**src/rtl/instchk_pkg.sv**
```systemverilog
package instchk_pkg;

  localparam int WORD_W = 32;
  localparam int OPC_W  = 5;
  localparam int EXT_W  = 3;
  localparam int REG_W  = 3;
  localparam int FLD_W  = WORD_W - OPC_W - EXT_W - 3 * REG_W;
  localparam int USE_W  = 6;

  localparam int U_EXT = 0;
  localparam int U_R1  = 1;
  localparam int U_R2  = 2;
  localparam int U_R3  = 3;
  localparam int U_ADR = 4;
  localparam int U_IMM = 5;

  localparam logic [USE_W-1:0] USE_3REG = 6'b001110;
  localparam logic [USE_W-1:0] USE_2REG = 6'b000110;
  localparam logic [USE_W-1:0] USE_BRN  = 6'b010110;
  localparam logic [USE_W-1:0] USE_MEM  = 6'b010010;
  localparam logic [USE_W-1:0] USE_IMM  = 6'b100010;

  localparam logic [REG_W-1:0] REG_PC   = 3'd6;
  localparam logic [REG_W-1:0] REG_NONE = 3'd7;
  localparam logic [EXT_W-1:0] EXT_MAX  = 3'd4;
  localparam logic [EXT_W-1:0] EXT_RMAX = 3'd3;

  typedef enum logic [OPC_W-1:0] {
    OP_PLUS, OP_MINUS, OP_TIMES, OP_DIV, OP_MOD, OP_NEG, OP_ABS,
    OP_SHL, OP_SHR, OP_BAND, OP_BOR, OP_BXOR, OP_BNEG, OP_LAND,
    OP_LOR, OP_LNOT, OP_EQ, OP_NEQ, OP_LE, OP_LT, OP_GE, OP_GT,
    OP_MOVE, OP_LW, OP_LI, OP_SW, OP_SYS
  } opcode_e;

  typedef struct packed {
    logic [OPC_W-1:0] opc;
    logic [EXT_W-1:0] ext;
    logic [REG_W-1:0] r1;
    logic [REG_W-1:0] r2;
    logic [REG_W-1:0] r3;
    logic [FLD_W-1:0] fld;
  } inst_fields_t;

  localparam int PAY_W = 2 + USE_W + WORD_W;

endpackage

```
**src/rtl/inst_operand_map.sv**
```systemverilog
module inst_operand_map
  import instchk_pkg::*;
(
  input  logic [OPC_W-1:0] opc,
  input  logic [EXT_W-1:0] ext,
  output logic [USE_W-1:0] use_mask,
  output logic             writes_r1
);

  always_comb begin
    use_mask  = '0;
    writes_r1 = 1'b0;
    case (opc)
      OP_PLUS, OP_MINUS, OP_TIMES, OP_DIV, OP_MOD, OP_SHL, OP_SHR,
      OP_BAND, OP_BOR, OP_BXOR, OP_LAND, OP_LOR: begin
        use_mask  = USE_3REG;
        writes_r1 = 1'b1;
      end
      OP_NEG, OP_ABS, OP_BNEG, OP_LNOT, OP_MOVE: begin
        use_mask  = USE_2REG;
        writes_r1 = 1'b1;
      end
      OP_EQ, OP_NEQ, OP_LE, OP_LT, OP_GE, OP_GT: begin
        use_mask  = USE_BRN;
      end
      OP_LW: begin
        use_mask  = USE_MEM;
        writes_r1 = 1'b1;
      end
      OP_SW: begin
        use_mask  = USE_MEM;
      end
      OP_LI: begin
        use_mask  = USE_IMM;
        writes_r1 = 1'b1;
      end
      OP_SYS: begin
        use_mask[U_EXT] = 1'b1;
        use_mask[U_R1]  = (ext <= EXT_RMAX);
        writes_r1       = (ext == 3'd0) || (ext == 3'd2);
      end
      default: ;
    endcase
  end

endmodule

```
**src/rtl/inst_legality.sv**
```systemverilog
module inst_legality
  import instchk_pkg::*;
(
  input  logic [OPC_W-1:0] opc,
  input  logic [EXT_W-1:0] ext,
  input  logic [REG_W-1:0] r1,
  input  logic [REG_W-1:0] r2,
  input  logic [REG_W-1:0] r3,
  input  logic [1:0]       fld_lo,
  input  logic [USE_W-1:0] use_mask,
  input  logic             writes_r1,
  output logic             legal
);

  logic opc_ok;
  logic reg_bad;
  logic align_bad;
  logic pc_bad;
  logic ext_bad;

  always_comb begin
    opc_ok    = (opc <= OP_SYS);
    reg_bad   = (use_mask[U_R1] && (r1 == REG_NONE)) ||
                (use_mask[U_R2] && (r2 == REG_NONE)) ||
                (use_mask[U_R3] && (r3 == REG_NONE));
    align_bad = use_mask[U_ADR] && (fld_lo != 2'b00);
    pc_bad    = writes_r1 && (r1 == REG_PC);
    ext_bad   = use_mask[U_EXT] && (ext > EXT_MAX);
    legal     = opc_ok && !reg_bad && !align_bad && !pc_bad && !ext_bad;
  end

endmodule

```
**src/rtl/inst_out_stage.sv**
```systemverilog
module inst_out_stage #(
  parameter int W = 8
) (
  input  logic         clk,
  input  logic         rst_n,
  input  logic         in_valid,
  input  logic [W-1:0] in_data,
  output logic         out_valid,
  output logic [W-1:0] out_data
);

  logic         vld_d;
  logic [W-1:0] data_d;

  always_comb begin
    vld_d  = in_valid;
    data_d = in_valid ? in_data : out_data;
  end

  always_ff @(posedge clk or negedge rst_n) begin
    if (!rst_n) begin
      out_valid <= 1'b0;
      out_data  <= '0;
    end else begin
      out_valid <= vld_d;
      out_data  <= data_d;
    end
  end

endmodule

```
**src/rtl/inst_legal_top.sv**
```systemverilog
module inst_legal_top
  import instchk_pkg::*;
(
  input  logic        clk,
  input  logic        rst_n,
  input  logic        in_valid,
  input  logic [31:0] in_word,
  output logic        out_valid,
  output logic        out_legal,
  output logic        out_writes_r1,
  output logic [5:0]  out_use,
  output logic [4:0]  out_opcode,
  output logic [2:0]  out_ext,
  output logic [2:0]  out_r1,
  output logic [2:0]  out_r2,
  output logic [2:0]  out_r3,
  output logic [14:0] out_field
);

  inst_fields_t     f;
  logic [USE_W-1:0] use_mask;
  logic             writes_r1;
  logic             legal;
  logic [PAY_W-1:0] pay_in;
  logic [PAY_W-1:0] pay_out;
  inst_fields_t     f_q;

  assign f = inst_fields_t'(in_word);

  inst_operand_map u_map (
    .opc       (f.opc),
    .ext       (f.ext),
    .use_mask  (use_mask),
    .writes_r1 (writes_r1)
  );

  inst_legality u_legal (
    .opc       (f.opc),
    .ext       (f.ext),
    .r1        (f.r1),
    .r2        (f.r2),
    .r3        (f.r3),
    .fld_lo    (f.fld[1:0]),
    .use_mask  (use_mask),
    .writes_r1 (writes_r1),
    .legal     (legal)
  );

  assign pay_in = {legal, writes_r1, use_mask, f};

  inst_out_stage #(.W(PAY_W)) u_stage (
    .clk       (clk),
    .rst_n     (rst_n),
    .in_valid  (in_valid),
    .in_data   (pay_in),
    .out_valid (out_valid),
    .out_data  (pay_out)
  );

  assign out_legal     = pay_out[PAY_W-1];
  assign out_writes_r1 = pay_out[PAY_W-2];
  assign out_use       = pay_out[WORD_W +: USE_W];
  assign f_q           = inst_fields_t'(pay_out[WORD_W-1:0]);
  assign out_opcode    = f_q.opc;
  assign out_ext       = f_q.ext;
  assign out_r1        = f_q.r1;
  assign out_r2        = f_q.r2;
  assign out_r3        = f_q.r3;
  assign out_field     = f_q.fld;

  p_bad_opcode_r2: assert property (@(posedge clk) disable iff (!rst_n)
    (out_opcode > 5'd26) |-> (!out_legal && out_use == '0 && !out_writes_r1));

  p_unused_reg7_r3: assert property (@(posedge clk) disable iff (!rst_n)
    (out_r3 == 3'd7 && !out_use[U_R3] && out_opcode <= 5'd26 &&
     !(out_writes_r1 && out_r1 == REG_PC) && out_r1 != 3'd7 && out_r2 != 3'd7 &&
     !(out_use[U_ADR] && out_field[1:0] != 2'b00) &&
     !(out_opcode == 5'd26 && out_ext > 3'd4)) |-> out_legal);

  p_align_r4: assert property (@(posedge clk) disable iff (!rst_n)
    (out_use[U_ADR] && out_field[1:0] != 2'b00) |-> !out_legal);

  p_pc_write_r5: assert property (@(posedge clk) disable iff (!rst_n)
    (out_writes_r1 && out_r1 == REG_PC) |-> !out_legal);

  p_sys_ext_r6: assert property (@(posedge clk) disable iff (!rst_n)
    (out_opcode == 5'd26 && out_ext > 3'd4) |-> !out_legal);

  p_ext_only_sys_r8: assert property (@(posedge clk) disable iff (!rst_n)
    out_use[U_EXT] |-> (out_opcode == 5'd26));

  p_one_operand_kind_r8: assert property (@(posedge clk) disable iff (!rst_n)
    !(out_use[U_ADR] && out_use[U_IMM]));

  p_valid_delay_r9: assert property (@(posedge clk) disable iff (!rst_n)
    in_valid |=> out_valid);

  p_idle_hold_r9: assert property (@(posedge clk) disable iff (!rst_n)
    !in_valid |=> (!out_valid && $stable(pay_out)));

endmodule

```
**config.mk**
```make
export PLATFORM = sky130hd
export DESIGN_NAME = inst_legal_top
export DESIGN_NICKNAME = d
export VERILOG_FILES = /design/src/rtl/instchk_pkg.sv /design/src/rtl/inst_operand_map.sv /design/src/rtl/inst_legality.sv /design/src/rtl/inst_out_stage.sv /design/src/rtl/inst_legal_top.sv
export SDC_FILE = /design/constraint.sdc
export NUM_CORES = 1
export LEC_CHECK = 0
export BUFFER_PORTS_ARGS = -buffer_cell sky130_fd_sc_hd__buf_2
export CAP_MARGIN = 20
export CORE_UTILIZATION = 43
export CTS_BUF_LIST = sky130_fd_sc_hd__clkbuf_8
export DETAILED_ROUTE_END_ITERATION = 7
export PLACE_DENSITY = 0.72
export SLEW_MARGIN = 20
export SYNTH_ARGS = -nofsm -noshare
export SYNTH_HDL_FRONTEND = slang
export SYNTH_HIERARCHICAL = 1
export SYNTH_SLANG_ARGS = --single-unit
export TNS_END_PERCENT = 1
```
**constraint.sdc**
```tcl
create_clock -name clk -period 1 [get_ports clk]
set_input_delay 0.2 -clock clk [delete_from_list [all_inputs] [get_ports clk]]
set_output_delay 0.2 -clock clk [all_outputs]
set_load 0.005 [all_outputs]
```
**Word level (Yosys, flattened, before mapping)**

Index checks and enable logic that the tools add are counted.

- Shift operators: 0
- $lt $le $gt $ge: 3
- Div/mod/pow operators: 0
- Multiply operators: 0
- Bitwise operators: 0
- Equal/unequal tests: 31
- Add/subtract/negate cells: 0
- Multiplexer cells: 3
- Reductions and logical operators: 26

Operators by type and width:

| operator | count |
|---|---|
| $eq A5 B5 Y1 const B | 11 |
| $eq A5 B4 Y1 const B | 8 |
| $reduce_or A26 Y1 | 1 |
| $eq A5 B3 Y1 const B | 4 |
| $pmux W4 S5 | 1 |
| $reduce_or A19 Y1 | 1 |
| $eq A3 B3 Y1 const B | 4 |
| $reduce_or A12 Y1 | 1 |
| $eq A5 B2 Y1 const B | 2 |
| $logic_and A1 B1 Y1 | 10 |
| $reduce_or A6 Y1 | 1 |
| $eq A5 B1 Y1 const B | 1 |
| $le A5 B5 Y1 const B | 1 |
| $logic_not A5 Y1 | 1 |
| $reduce_or A5 Y1 | 1 |
| $logic_not A1 Y1 | 4 |
| $pmux W2 S2 | 1 |
| $eq A3 B2 Y1 const B | 1 |
| $gt A3 B3 Y1 const B | 1 |
| $le A3 B2 Y1 const B | 1 |
| $logic_not A3 Y1 | 1 |
| $logic_or A1 B1 Y1 | 3 |
| $pmux W1 S2 | 1 |
| $reduce_bool A2 Y1 | 1 |
| $reduce_or A2 Y1 | 1 |

- Logic and storage cells: 65
- Output and inout bits: 41
- Memory bits (writable): 0
- Memories kept: 0
- Register bits: 41
- Bits in latches: 0
- Input bits: 35
- Memory bits (read-only): 0

**Depth between registers and ports, before layout**

- Depth after elaboration: 11
- Depth in mapped cells: 8
- Depth with buffers taken out: 7

**Hierarchy**

Netlist, hierarchy kept.

By module, submodules not included:

| module | area an instance (um^2) | cells an instance | seq. area each (um^2) | instances |
|---|---|---|---|---|
| inst_out_stage | 1521.5 | 85 | 1026.0 | 1 |
| inst_operand_map | 136.4 | 22 | 0.0 | 1 |
| inst_legality | 63.8 | 11 | 0.0 | 1 |

**Worst setup path after synthesis**

No wires, ideal clock.

- Path kind: in2reg
- From: input port in_word[28]
- To: register u_stage.out_data[39]
- Buffers on the path: 1
- Cell stages on the path: 8
- Setup slack: -0.303 ns
- Arrival time: 1.179 ns
- Path through: buf_6 -> xnor2_1 -> xnor2_1 -> a21oi_1 -> nand4_1 -> nand4_1 -> nor2_1 -> mux2_2

- Elaborated cells between the ends (all ways): 53

RTL lines:

| item | line | RTL |
|---|---|---|
| start: declaration | inst_legal_top.sv:7 | `input logic [31:0] in_word,` |
| $eq A5 B1 Y1, or another cell as far along | inst_operand_map.sv:13 | `case (opc)` |
| $reduce_or A12 Y1, or another cell as far along | inst_operand_map.sv:13 |  |
| $pmux W4 S5 (*) | inst_operand_map.sv:13 |  |
| net use_mask[3] | inst_legal_top.sv:21 | `logic [USE_W-1:0] use_mask;` |
| $logic_and A1 B1 Y1 (*) | inst_legality.sv:25 | `(use_mask[U_R3] && (r3 == REG_NONE));` |
| $logic_or A1 B1 Y1 (*) | inst_legality.sv:24 | `(use_mask[U_R2] && (r2 == REG_NONE)) \|\|` |
| $logic_not A1 Y1 (*) | inst_legality.sv:29 | `legal = opc_ok && !reg_bad && !align_bad && !pc_bad && !ext_bad;` |
| $logic_and A1 B1 Y1 (*) (4 in a row) | inst_legality.sv:29 |  |
| net legal | inst_legal_top.sv:23 | `logic legal;` |
| end signal: assignment | inst_out_stage.sv:26 | `out_data <= data_d;` |
| end: declaration | inst_out_stage.sv:9 | `output logic [W-1:0] out_data` |

The timed path passes the listed nets; every way through them passes the cells marked *.
A chain may end at the register's enable or synchronous reset.

**Worst setup path in the final report**

- From: input port in_word[28]
- To: register u_stage.out_data[39]

- Word-level cells in the longest chain between the ends: 11
- Elaborated cells between the ends (all ways): 53

RTL lines:

| item | line | RTL |
|---|---|---|
| $eq A5 B1 Y1, or another cell as far along | inst_operand_map.sv:13 |  |
| $reduce_or A12 Y1, or another cell as far along | inst_operand_map.sv:13 |  |
| $pmux W4 S5 (*) | inst_operand_map.sv:13 |  |
| net use_mask[2] | inst_legal_top.sv:21 |  |
| $logic_and A1 B1 Y1 (*) | inst_legality.sv:24 |  |
| $logic_or A1 B1 Y1 (*) | inst_legality.sv:23 | `reg_bad = (use_mask[U_R1] && (r1 == REG_NONE)) \|\|` |
| $logic_or A1 B1 Y1 (*) | inst_legality.sv:24 |  |
| $logic_not A1 Y1 (*) | inst_legality.sv:29 |  |
| $logic_and A1 B1 Y1 (*) (4 in a row) | inst_legality.sv:29 |  |
| net legal | inst_legal_top.sv:23 |  |

Marks and branches as above.

==> results.ini <==
[synth]
synth_top_family_by_area=multiplexers
syn_nets=153
synthAdderAreaFrac_pct=0
synth_top_area_share_pct=59.6
avgSynthCellArea_sq_um=14.6
synth_simple_gate_area_share_pct=4.36
synth_cells=118
yosys.cell_types.count=21
synth_area_leaders=dfrtp_1 60%, mux2_2 26%, buf_6 3.3%
mappedNetlistArea_sq_um=1720
ys_warn_count=6
post-synth-top-area-cell=dfrtp_1
synth-xor-area-share_pct=1.02
ys_seq_area_share_pct=59.6
synth_compound_area_share_pct=4.43
synthMuxAreaShare_pct=26.7
ys_seq_elements=41

[setup_path]
cp_cell_sequence=buf_8 > buf_6 > and3_4 > o21ai_4 > nand4_1 > nand4_1 > nor2_1 > mux2_4
cpLargestDelayFamily=simple AND/OR/NAND/NOR gates
critPathMaxStageDelay_ns=0.25
arrival_ns=1.31
required_ns=1.18
start_kind=input pin
endpoint_kind=register
critical_path.startpoint=in_word[28]
cp.buffers_inverters=2
crit_fanout=5
critical_path_class=in -> reg
crit_top_cell=nand4_1
rr_startpoint=u_stage/out_data[38]
crit_slowest_cell=mux2_4

[drt]
wirelength_um=3650
antenna_left=0
drt-initial-drc-count=25
wire_per_inst_um=14.3
dr.pass1.iters=4
vias=1290
vias_per_cell=5.06
drc=0

[global_route]
grt_overflow=0
antenna_found_initial=0
grt_util_all_layers_pct=18.7
grt_max_degree=42
grt_pass1_vias=1263
grt_pass1_wl_um=5950

[min_path]
hp-class=in -> reg
min_from=in_word[14]

[run]
maxCapViolCount=0

[timing]
hold_viol_final=0
setup_slack_ns=-0.125
fin_crit_sh_pct=112
drv_slew=0
holdWs_ns=0.137
finalClockSkew_ns=0
max_freq_mhz=889
max_slew_margin_pct=78.9
worst_pin_slew_ns=0.313
setup_viol=7
period_needed_ns=1.12
rsz0062_at_grt=true

[place]
dp_hpwl_um=2720
finalWeightedCongestion=0.752
pre_cts_ws_ns=-0.505
placed_cell_area_sq_um=2220
portBuffers=75
dp_cells=245

[floorplan]
dieArea_sq_um=4260
die_w_um=65.3
core_area_sq_um=3740
io_pins=76
start_util_pct=46.0
num_rows=22
die_y_um=65.3

[run_status]
outcome=finished, violations left
violations=setup timing

[clock_tree]
cts.sink_count=41
h-tree-depth=2
cts_buffer_depth=2
cts_tree=yes
clkLatencyLatePin_ns=0.28
cts_made_buffers=5
clk_pin_slew_ns=0.08
ctsRootBufferMaster=clkbuf_8

[finish]
nFillCells=324
fin_cells=255
layout.nets=241
area_growth_syn_to_layout_pct=39.0
drive_gt1_share_pct=67.6
n_antenna_cell=0
final_area_sq_um=2390

[pwr]
ir_worst_vdd_uv=1090
power.static_leakage_nw=1.15
powerDensity_nw_per_um2=1610
finalPower_mw=3.86

-- state kept, by name, indices dropped and copies added (netlist names) --
signal,cells
u_stage/out_valid,1
u_stage/out_data,40
-- final timing paths --
check / cells past startpoint / end / slack, ns
max: 8 / u_stage/out_data[39] / -0.12
min: 2 / u_stage/out_data[14] / 0.14
max reg2reg: 1 / u_stage/out_data[38] / 0.23
min reg2reg: 1 / u_stage/out_data[21] / 0.51
max in group asynchronous: 3 / u_stage/out_data[35] / 0.39
min in group asynchronous: 3 / u_stage/out_data[23] / 0.40
-- timing repair --
action / in CTS / in global routing
pin swaps: 6 / 8
gates resized for setup: 6 / 7
setup endpoints to repair: 33 / 42
setup buffers: 1 / 0
hold endpoints to repair: 41 / 0
gates cloned: 0 / 0
hold buffers: 1 / 0
-- layout make-up --
class	count	area [sq um]	share of cell area [%]
clock buffer	5	68.8	2.88
clock inverter	3	43.8	1.83
multi-input combinational	70	666	27.8
sequential	41	1030	42.9
tap	48	60.1	2.51
timing repair buffer	88	529	22.1
-- synth_stat cells, drive strengths merged --
cell and instances:
a21oi 4, and3 1, buf 6, clkbuf 1, dfrtp 41, mux2 40, mux2i 1, nand2 4
nand3 1, nand4 3, nor2 2, nor2b 1, nor4 1, nor4b 1, o211ai 2, o21a 1
o21ai 4, o21bai 1, o22ai 1, xnor2 2
-- power breakdown --
part,total (mW),switching (mW),internal (mW)
Combinational,0.667,0.278,0.389
Sequential,1.90,0.0783,1.82
Clock,1.29,0.546,0.747
-- per-stage QoR --
step | util (%) | TNS, ns
finish | 63.9 | -0.157
global route | 63.9 | -1.50
CTS | 63.3 | -0.488
detailed placement | 59.3 | -1.52
global placement | 59.3 | -0.986
floorplan | - | -0.280
-- metal layers --
metal  routed length, um  global-route usage (%)
met1                1430                    22.6
met2                1900                    30.8
met3                 294                    7.12
met4                  23                    5.71
met5                   0                       0
-- cell usage in the layout, fill, tap and decap left out, types with 2 or more instances in the layout --
master and count:
a21oi_1 3, buf_12 3, buf_2 73, buf_4 9, clkbuf_8 5, dfrtp_1 41
mux2_2 39, nand2_1 4, nand4_1 3, nor2_1 2, o211ai_1 2, o21ai_1 2
-- cell families (layout without fill, tap and decap cells) --
group | Yosys count | after routing
compound gates | 13 | 13
flops | 41 | 41
xor+xnor | 2 | 2
mux | 41 | 41
buf+inv | 7 | 96
simple gates | 14 | 14
Note: power is estimated with default switching activity, not from simulation.
